### config.mk
export PLATFORM = sky130hd
export DESIGN_NAME = cpu_win_map
export DESIGN_NICKNAME = d
export VERILOG_FILES = /design/src/rtl/cpu_win_pkg.sv /design/src/rtl/cpu_win_regs.sv /design/src/rtl/cpu_win_match.sv /design/src/rtl/cpu_win_pick.sv /design/src/rtl/cpu_win_map.sv
export SDC_FILE = /design/constraint.sdc
export NUM_CORES = 1
export LEC_CHECK = 0
export BUFFER_PORTS_ARGS = -buffer_cell sky130_fd_sc_hd__buf_2
export CAP_MARGIN = 20
export CORE_MARGIN = 2
export CORE_UTILIZATION = 56
export DETAILED_ROUTE_END_ITERATION = 6
export PLACE_DENSITY = 0.77
export SETUP_SLACK_MARGIN = 0.1
export SLEW_MARGIN = 10
export SYNTH_ARGS = -nofsm -noshare
export SYNTH_HDL_FRONTEND = slang
export SYNTH_SLANG_ARGS = --single-unit
### constraint.sdc
create_clock -name clk -period 3.2 [get_ports clk]
set_input_delay 0.64 -clock clk [delete_from_list [all_inputs] [get_ports clk]]
set_output_delay 0.64 -clock clk [all_outputs]
set_load 0.02 [all_outputs]
### src/rtl/cpu_win_pkg.sv
package cpu_win_pkg;

  // register select inside one window's 16-byte slot
  localparam logic [1:0] SEL_CTRL = 2'd0;
  localparam logic [1:0] SEL_BASE = 2'd1;
  localparam logic [1:0] SEL_XLO  = 2'd2;
  localparam logic [1:0] SEL_XHI  = 2'd3;

  // conventional destination codes
  localparam logic [3:0] DEST_DRAM = 4'd0;
  localparam logic [3:0] DEST_DEVB = 4'd1;
  localparam logic [3:0] DEST_PCI  = 4'd3;
  localparam logic [3:0] DEST_PCIE = 4'd4;

  typedef struct packed {
    logic [15:0] size_m1;
    logic [7:0]  attr;
    logic [3:0]  dest;
    logic        en;
  } win_ctrl_t;

  function automatic logic [31:0] ctrl_to_word(win_ctrl_t c);
    return {c.size_m1, c.attr, c.dest, 3'b000, c.en};
  endfunction

endpackage

### src/rtl/cpu_win_regs.sv
module cpu_win_regs
  import cpu_win_pkg::*;
#(
  parameter int NUM_WIN    = 8,
  parameter int REMAP_WINS = 4,
  localparam int IW        = $clog2(NUM_WIN)
) (
  input  logic                        clk,
  input  logic                        rst_n,
  input  logic                        wr_en,
  input  logic [IW-1:0]               acc_win,
  input  logic [1:0]                  acc_sel,
  input  logic [31:0]                 wr_data,
  output logic [31:0]                 rd_data,
  output win_ctrl_t [NUM_WIN-1:0]     ctrl_o,
  output logic [NUM_WIN-1:0][15:0]    base_o,
  output logic [NUM_WIN-1:0][15:0]    xlo_o
);

  logic [NUM_WIN-1:0][31:0] xhi_w;

  for (genvar w = 0; w < NUM_WIN; w++) begin : g_win
    win_ctrl_t   ctrl_q, ctrl_d;
    logic [15:0] base_q, base_d;
    logic        hit_slot;

    assign hit_slot = wr_en && (acc_win == IW'(w));

    always_comb begin
      ctrl_d = ctrl_q;
      base_d = base_q;
      if (hit_slot && acc_sel == SEL_CTRL) begin
        ctrl_d.size_m1 = wr_data[31:16];
        ctrl_d.attr    = wr_data[15:8];
        ctrl_d.dest    = wr_data[7:4];
        ctrl_d.en      = wr_data[0];
      end
      if (hit_slot && acc_sel == SEL_BASE) base_d = wr_data[31:16];
    end

    always_ff @(posedge clk or negedge rst_n) begin
      if (!rst_n) begin
        ctrl_q <= '0;
        base_q <= '0;
      end else begin
        ctrl_q <= ctrl_d;
        base_q <= base_d;
      end
    end

    assign ctrl_o[w] = ctrl_q;
    assign base_o[w] = base_q;

    if (w < REMAP_WINS) begin : g_xlate
      logic [15:0] xlo_q, xlo_d;
      logic [31:0] xhi_q, xhi_d;

      always_comb begin
        xlo_d = xlo_q;
        xhi_d = xhi_q;
        if (hit_slot && acc_sel == SEL_XLO) xlo_d = wr_data[31:16];
        if (hit_slot && acc_sel == SEL_XHI) xhi_d = wr_data;
      end

      always_ff @(posedge clk or negedge rst_n) begin
        if (!rst_n) begin
          xlo_q <= '0;
          xhi_q <= '0;
        end else begin
          xlo_q <= xlo_d;
          xhi_q <= xhi_d;
        end
      end

      assign xlo_o[w] = xlo_q;
      assign xhi_w[w] = xhi_q;
    end else begin : g_plain
      assign xlo_o[w] = '0;
      assign xhi_w[w] = '0;
    end
  end

  always_comb begin
    unique case (acc_sel)
      SEL_CTRL: rd_data = ctrl_to_word(ctrl_o[acc_win]);
      SEL_BASE: rd_data = {base_o[acc_win], 16'h0000};
      SEL_XLO:  rd_data = {xlo_o[acc_win], 16'h0000};
      default:  rd_data = xhi_w[acc_win];
    endcase
  end

endmodule

### src/rtl/cpu_win_match.sv
module cpu_win_match (
  input  logic        en,
  input  logic [15:0] size_m1,
  input  logic [15:0] base_hi,
  input  logic [15:0] addr_hi,
  output logic        hit
);

  logic [15:0] keep_mask;

  assign keep_mask = ~size_m1;
  assign hit       = en && ((addr_hi & keep_mask) == (base_hi & keep_mask));

endmodule

### src/rtl/cpu_win_pick.sv
module cpu_win_pick #(
  parameter int NUM_WIN = 8,
  localparam int IW     = $clog2(NUM_WIN)
) (
  input  logic [NUM_WIN-1:0] hits,
  output logic               found,
  output logic [IW-1:0]      idx
);

  // scan from the top so the lowest set index is written last
  always_comb begin
    found = 1'b0;
    idx   = '0;
    for (int i = NUM_WIN - 1; i >= 0; i--) begin
      if (hits[i]) begin
        found = 1'b1;
        idx   = IW'(i);
      end
    end
  end

endmodule

### src/rtl/cpu_win_map.sv
module cpu_win_map
  import cpu_win_pkg::*;
#(
  parameter int NUM_WIN    = 8,
  parameter int REMAP_WINS = 4
) (
  input  logic                         clk,
  input  logic                         rst_n,
  input  logic                         cfg_we,
  input  logic [$clog2(NUM_WIN)+3:2]   cfg_addr,
  input  logic [31:0]                  cfg_wdata,
  output logic [31:0]                  cfg_rdata,
  input  logic [31:0]                  lk_addr,
  output logic                         lk_hit,
  output logic [3:0]                   lk_target,
  output logic [7:0]                   lk_attr,
  output logic [$clog2(NUM_WIN)-1:0]   lk_win,
  output logic [31:0]                  lk_xaddr
);

  localparam int IW = $clog2(NUM_WIN);

  win_ctrl_t [NUM_WIN-1:0]     ctrl;
  logic [NUM_WIN-1:0][15:0]    base;
  logic [NUM_WIN-1:0][15:0]    xlo;
  logic [NUM_WIN-1:0]          hits;
  logic [NUM_WIN-1:0]          can_xlate;
  logic                        found;
  logic [IW-1:0]               pick;
  win_ctrl_t                   sel_ctrl;
  logic [15:0]                 sel_xlo;

  cpu_win_regs #(
    .NUM_WIN    (NUM_WIN),
    .REMAP_WINS (REMAP_WINS)
  ) u_regs (
    .clk     (clk),
    .rst_n   (rst_n),
    .wr_en   (cfg_we),
    .acc_win (cfg_addr[IW+3:4]),
    .acc_sel (cfg_addr[3:2]),
    .wr_data (cfg_wdata),
    .rd_data (cfg_rdata),
    .ctrl_o  (ctrl),
    .base_o  (base),
    .xlo_o   (xlo)
  );

  for (genvar w = 0; w < NUM_WIN; w++) begin : g_cmp
    assign can_xlate[w] = (w < REMAP_WINS);
    cpu_win_match u_match (
      .en      (ctrl[w].en),
      .size_m1 (ctrl[w].size_m1),
      .base_hi (base[w]),
      .addr_hi (lk_addr[31:16]),
      .hit     (hits[w])
    );
  end

  cpu_win_pick #(.NUM_WIN(NUM_WIN)) u_pick (
    .hits  (hits),
    .found (found),
    .idx   (pick)
  );

  assign sel_ctrl = ctrl[pick];
  assign sel_xlo  = xlo[pick];

  always_comb begin
    lk_hit    = found;
    lk_target = '0;
    lk_attr   = '0;
    lk_win    = '0;
    lk_xaddr  = lk_addr;
    if (found) begin
      lk_target = sel_ctrl.dest;
      lk_attr   = sel_ctrl.attr;
      lk_win    = pick;
      if (can_xlate[pick]) begin
        lk_xaddr[31:16] = (sel_xlo & ~sel_ctrl.size_m1) |
                          (lk_addr[31:16] & sel_ctrl.size_m1);
      end
    end
  end

endmodule

-- After elaboration in Yosys (flattened, before gate mapping)
Memories as Yosys holds them, arrays and structs flattened.
Cells that the tools add are included.
- reduce and logical (&&, ||, !) cells: 42
- bitwise operators: 28
- $lt $le $gt $ge: 2
- mux-type cells: 35
- equal/unequal tests: 18
- operators by type and width (kind ; number):
    16-bit bitwise AND ; 18
    29-bit binary-select mux with 3-bit select ; 2
    16-bit binary-select mux with 3-bit select ; 3
    16-bit inverter ; 9
    16-bit == test ; 8
    32-bit binary-select mux with 3-bit select ; 1
    32-bit one-hot mux with 3 select lines ; 1
    16-bit two-way mux ; 5
    29-bit two-way mux ; 2
    1-bit logical AND ; 40
    32-bit two-way mux ; 1
    3-bit two-way mux ; 9
    16-bit OR ; 1
    3-bit == test (second input constant) ; 4
    1-bit two-way mux ; 9
    3-bit by 4-bit < comparator with 1-bit output (second input constant) ; 2
    8-bit two-way mux ; 1
    3-bit by 2-bit == test with 1-bit output (second input constant) ; 2
    2-bit == test (second input constant) ; 2
    4-bit two-way mux ; 1
    3-bit by 1-bit == test with 1-bit output (second input constant) ; 1
    3-bit logical NOT ; 1
    2-bit by 1-bit == test with 1-bit output (second input constant) ; 1
    2-bit logical NOT ; 1
- word-level logic and storage cells: 174
- register bits: 552
- bits of input ports: 72
- memory bits (read-only): 8
- memories kept: 1
- memories (name ; words ; width ; read ports ; clocked after memory_dff ; wr ports ; RTL line ; RTL):
    (name not given) ; 8 ; 1 ; 1 ; 0 ; 0 ; cpu_win_map.sv:79 ; if (can_xlate[pick]) begin

-- Logic depth before layout (Yosys ltp)
- word-level depth: 19
- depth in mapped cells: 13

-- Hierarchy
From an unflattened synthesis, not the netlist that was laid out.
- cells, all modules: 2110
- area, all modules: 29393.2 µm²
- modules (own cells, without submodules) (module ; area an instance (µm²) ; sequential area each (µm²) ; times used ; cells an instance):
    cpu_win_regs ; 25568.3 ; 13813.2 ; 1 ; 1703
    cpu_win_map ; 1963.1 ; 0.0 ; 1 ; 154
    cpu_win_match ; 222.7 ; 0.0 ; 8 ; 30
    cpu_win_pick ; 80.1 ; 0.0 ; 1 ; 13

-- Worst setup path after synthesis
No wires, ideal clock.
- path type: input port to output port
- start point: input lk_addr[25]
- end point: output lk_xaddr[24]
- data arrival time: 2.878 ns
- slack: -0.318 ns
- stages on the path: 13
- cells stage by stage: buf_2 -> xnor2_1 -> o22ai_1 -> or3_1 -> nor4_4 -> o211ai_1 -> a21boi_1 -> buf_2 -> buf_6 -> buf_6 -> mux2i_1 -> nand3_1 -> o211a_1
- cells in the longest elaborated chain, start to end: 18
- elaborated cells on any way between the ends: 52
- those cells by class: 8 x eq/ne; 23 x mux; 12 x bitwise; 8 x reduce/logical; 1 x memory
- ends and longest elaborated chain (item ; RTL line ; RTL):
    start, declared ; cpu_win_map.sv:13 ; input logic [31:0] lk_addr,
    16-bit bitwise AND ; cpu_win_match.sv:12 ; assign hit = en && ((addr_hi & keep_mask) == (base_hi & keep_mask));
    16-bit == test ; cpu_win_match.sv:12 ;
    1-bit logical AND ; cpu_win_match.sv:12 ;
    3-bit two-way mux (8 in a row) ; cpu_win_pick.sv:15 ; if (hits[i]) begin
    29-bit binary-select mux with 3-bit select ; cpu_win_map.sv:66 ; assign sel_ctrl = ctrl[pick];
    29-bit two-way mux (implied by the code) ; cpu_win_map.sv:66 ;
    16-bit inverter ; cpu_win_map.sv:80 ; lk_xaddr[31:16] = (sel_xlo & ~sel_ctrl.size_m1) |
    16-bit bitwise AND ; cpu_win_map.sv:80 ;
    16-bit OR ; cpu_win_map.sv:80 ;
    16-bit two-way mux ; cpu_win_map.sv:79 ;
    16-bit two-way mux (*) ; cpu_win_map.sv:75 ; if (found) begin
    end, declared ; cpu_win_map.sv:18 ; output logic [31:0] lk_xaddr
Mark *: on every way between the ends. The rest lies on a longest branch, timed or not. The select of a mux whose other input is x is not followed.

-- Final worst setup path
- start point: register u_regs.g_win[7].base_q[11]
- end point: output lk_xaddr[18]
- cells in the longest elaborated chain, start to end: 18
- elaborated cells on any way between the ends: 31
- those cells by class: 1 x eq/ne; 23 x mux; 5 x bitwise; 1 x reduce/logical; 1 x memory
- ends and longest elaborated chain (item ; RTL line ; RTL):
    start, declared ; cpu_win_regs.sv:24 ; logic [15:0] base_q, base_d;
    start signal, assigned ; cpu_win_regs.sv:47 ; base_q <= base_d;
    16-bit bitwise AND (*) ; cpu_win_match.sv:12 ;
    16-bit == test (*) ; cpu_win_match.sv:12 ;
    1-bit logical AND (*) ; cpu_win_match.sv:12 ;
    3-bit two-way mux (8 in a row) ; cpu_win_pick.sv:15 ;
    29-bit binary-select mux with 3-bit select ; cpu_win_map.sv:66 ;
    29-bit two-way mux (implied by the code) ; cpu_win_map.sv:66 ;
    16-bit inverter ; cpu_win_map.sv:80 ;
    16-bit bitwise AND ; cpu_win_map.sv:80 ;
    16-bit OR ; cpu_win_map.sv:80 ;
    16-bit two-way mux ; cpu_win_map.sv:79 ;
    16-bit two-way mux (*) ; cpu_win_map.sv:75 ;
Marks and branches as above.

==> metrics.md <==
| Metric | Value |
|---|---|
| Port bufs | `119` |
| FMAX | `between 200 and 250 MHz` |
| Worst relative slew slack | `0.574` |
| Num Clock Sinks | `between 500 and 600` |
| Power Dens Cells | `around 620 mW/mm^2` |
| CP Max Fanout | `8` |
| GPL Wtd Cong | `between 0.9 and 1` |
| Final hold vios | `0` |
| Nets@finish | `around 2500` |
| Syn Area/Cell | `between 10 and 15 um^2` |
| Status | `finished, violations left` |
| Fin area | `0.0365 mm^2` |
| Global-route wire length before repair | `roughly 140000 um` |
| DRT antenna net count | `0` |
| Vias | `between 20000 and 25000` |
| Num rows | `83` |
| Area growth syn-to-layout | `25.4%` |
| Die H | `approximately 230 um` |
| Hold-fix buffers, CTS | `0` |
| Actual slew at the worst max-slew pin | `640 ps` |
| PnR worst setup slack | `-1190 ps` |
| Post-synthesis sequential element count | `around 550` |
| Kind of critical path | `reg -> out` |
| Critical path origin | `u_regs.g_win[7].base_q[11]` |
| Iter 0 DRT Violations | `2097` |
| Clock Path Buffers | `3` |
| Crit path time final | `between 4000 and 5000 ps` |
| Ys async rst share | `1.00` |
| CP max-delay cell | `dfrtp_1` |
| Type of the most critical hold path | `in -> async` |
| RSZ-0062 raised after global routing | `true` |
| Crit path launch type | `register` |
| Root Driver | `clkbuf_16` |
| Reg2Reg Depth | `2` |
| Post-DP HPWL | `just over 60000 um` |
| Fin Hold WS | `12.7 ps` |
| Clk slew on worst S/H paths | `~70 ps` |
| Total of max-cap violations | `0` |
| Clock latency on the worst-skew pair | `610 ps` |
| R2R Setup Slk | `roughly 2200 ps` |
| Metal2 WL | `~44000 um` |
| Capturing point of the worst reg2reg path | `u_regs.ctrl_o[203]` |
| CP endpoint | `lk_xaddr[18]` |
| Total negative setup slack | `-33320 ps` |
| Final period utilization | `1.37` |
| Ports | `approximately 150` |
| Met1 wire length | `between 30000 and 40000 um` |
| Total Routing Usage GR | `0.345` |
| Commonest non-fill, non-tap cell in the layout | `mux2_2` |
| Critical Path End Type | `primary output` |
| CTS buffer count | `58` |
| Clock skew | `0 ps` |
| Share of layout cells above drive strength 1 | `0.571` |
| DR pass1 iterations | `5` |
| Max incr delay on CP | `420 ps` |
| Synth Flop Type | `dfrtp_1` |
| Ys Warns | `0` |
| Total grt overflow | `0` |
| Mapped Cells | `about 2100` |
| Detailed-route DRC error count | `0` |
| Vias per std cell | `between 6 and 7` |
| WL/cell | `slightly below 30 um` |
| Vias in the first global route | `roughly 22000` |
| RR Startpoint | `u_regs.ctrl_o[203]` |
| Critical Path RT | `2560 ps` |
| Count of unique library cells instantiated by Yosys | `44` |
| Initial Util | `0.567` |
| Slew Viols, Final | `0` |
| Area after DPL | `about 0.033 mm^2` |
| Crit-path cells | `xnor2_2 > o22ai_2 > nor4_4 > nand3_1 > o211ai_1 > a21boi_1 > or2_4 > inv_8 > buf_4 > mux2_2 > o211a_1 > buf_2` |
| Pre-CTS WS | `-1150 ps` |
| Htree depth | `2` |
| # fillers | `~3300` |
| Crit path arrival time | `3750 ps` |
| Final WL | `between 90000 and 100000 um` |
| DIE WIDTH | `232 um` |
| Number of synthesized flops with an enable pin | `0` |
| Die area | `0.0538 mm^2` |
| Met3 WL | `8130 um` |
| Syn nets | `2171` |
| Peak VDD IR | `approximately 0.5 mV` |
| Post-Synthesis Cell Area | `a little under 0.03 mm^2` |
| Leak pwr | `roughly 0.016 uW` |
| Largest net degree at the start of global routing | `between 70 and 80` |
| Failing checks | `setup timing` |
| Core area | `0.0513 mm^2` |
| Highest Signal Layer | `met5` |
| Commonest non-fill, non-tap cells in the layout | `561 x mux2_2, 551 x dfrtp_1, 303 x buf_4, 154 x mux4_2, 118 x xnor2_1` |
| Register area share after synthesis | `0.475` |
| Final core utilization | `0.711` |
| CTS tree | `done` |
| Setup Viol. Count Final | `34` |
| Antenna violations before repair | `6` |
## power breakdown
part / leakage [uW] / internal, uW / total (uW) / switching, uW
combinational: 0.00817 / 3330 / 5770 / 2440
sequential: 0.00706 / 8350 / 9460 / 1110
clock: 0.00106 / 4650 / 7540 / 2890
total: 0.0163 / 16300 / 22800 / 6440
## worst min path at each step
stage	end	slack, ps	depth (start not counted)
after floorplan	u_regs.ctrl_o[0]	340	0
after global placement	u_regs.g_win[2].g_xlate.xhi_q[11]	480	1
after detailed placement	u_regs.g_win[2].g_xlate.xhi_q[24]	490	1
after CTS	u_regs.ctrl_o[156]	20	1
after global routing	u_regs.ctrl_o[127]	40	1
final	u_regs.ctrl_o[156]	10	1
## state kept, by name (all words and copies together) (netlist names)
signal and flops:
u_regs.ctrl_o 232, u_regs.g_win.base_q 128, u_regs.g_win.g_xlate.xhi_q 128, u_regs.g_win.g_xlate.xlo_q 64
## critical path, delay by kind of cell (launching register included)
family	cells	cell delay [ps]
buffers and inverters	3	430
and+or+nand+nor	3	780
DFF	1	420
AOI/OAI and AO/OA	4	920
xor gates and xnor gates	1	220
muxes	1	330
## layer usage
layer	GRT usage	vias to the layer above
li1	-	8639
met1	0.452	11000
met2	0.544	1116
met3	0.0724	312
met4	0.185	10
met5	0	-
## final cells by class
| class | count | area [um^2] | area share |
|---|---|---|---|
| clock buffer | 84 | 1740 | 0.0477 |
| antenna | 2 | 5.00 | 0.000137 |
| clock inverter | 25 | 418 | 0.0115 |
| tap | 680 | 851 | 0.0233 |
| timing repair buffer | 519 | 4760 | 0.131 |
| multi-input combinational | 1313 | 14700 | 0.404 |
| inverter | 32 | 133 | 0.00364 |
| sequential | 552 | 13800 | 0.379 |
## repair_timing
action | 4_1_cts | 5_1_grt
buffers inserted | 29 | 12
endpoints found under the setup margin | 56 | 57
pin swaps | 24 | 14
resized for setup | 185 | 50
gates cloned | 3 | 7
## kinds of logic (layout without fill, tap and decap cells)
family,count (synthesis),after routing,synth area share
XOR/XNOR,128,128,0.0391
buffers and inverters,235,660,0.0369
other,0,2,0
AO/OA/AOI/OAI,198,198,0.0458
AND/OR/NAND/NOR,160,161,0.0275
multiplexers,826,826,0.376
flip-flops,552,552,0.475
## cell usage after synthesis, types with 2 or more instances
| library cell | number | area (um^2) |
|---|---|---|
| mux2_2 | 561 | 6320 |
| dfrtp_1 | 552 | 13800 |
| mux4_2 | 154 | 3470 |
| o22ai_1 | 126 | 788 |
| xnor2_1 | 126 | 1100 |
| mux2i_1 | 104 | 1040 |
| clkbuf_1 | 103 | 387 |
| nand3_1 | 43 | 215 |
| buf_1 | 37 | 139 |
| nand2_1 | 34 | 128 |
| inv_1 | 31 | 116 |
| buf_2 | 29 | 145 |
| nor2_1 | 29 | 109 |
| buf_4 | 27 | 203 |
| o211a_1 | 16 | 160 |
| a22oi_1 | 14 | 105 |
| nor3_1 | 13 | 65.1 |
| o21ai_0 | 12 | 60.1 |
| nor4_1 | 11 | 68.8 |
| a21oi_1 | 10 | 50.1 |
| a22o_1 | 7 | 61.3 |
| buf_6 | 7 | 78.8 |
| mux2_4 | 7 | 105 |
| nand2b_1 | 7 | 43.8 |
| and3_1 | 5 | 31.3 |
| nor2b_1 | 4 | 25.0 |
| a32o_1 | 3 | 30.0 |
| o211ai_1 | 3 | 22.5 |
| or2_2 | 3 | 18.8 |
| a21boi_1 | 2 | 15.0 |
| a21o_1 | 2 | 15.0 |
| and2_1 | 2 | 12.5 |
| or3_1 | 2 | 12.5 |
| or4_1 | 2 | 15.0 |
| xnor2_2 | 2 | 32.5 |
## per-stage QoR
step	total power [uW]	instances
2_1_floorplan	12400	2099
5_1_grt	23600	3205
3_3_place_gp	14500	3060
4_1_cts	22600	3188
3_5_place_dp	14700	3060
6_report	22800	3207
(Power assumes the default switching activity.)
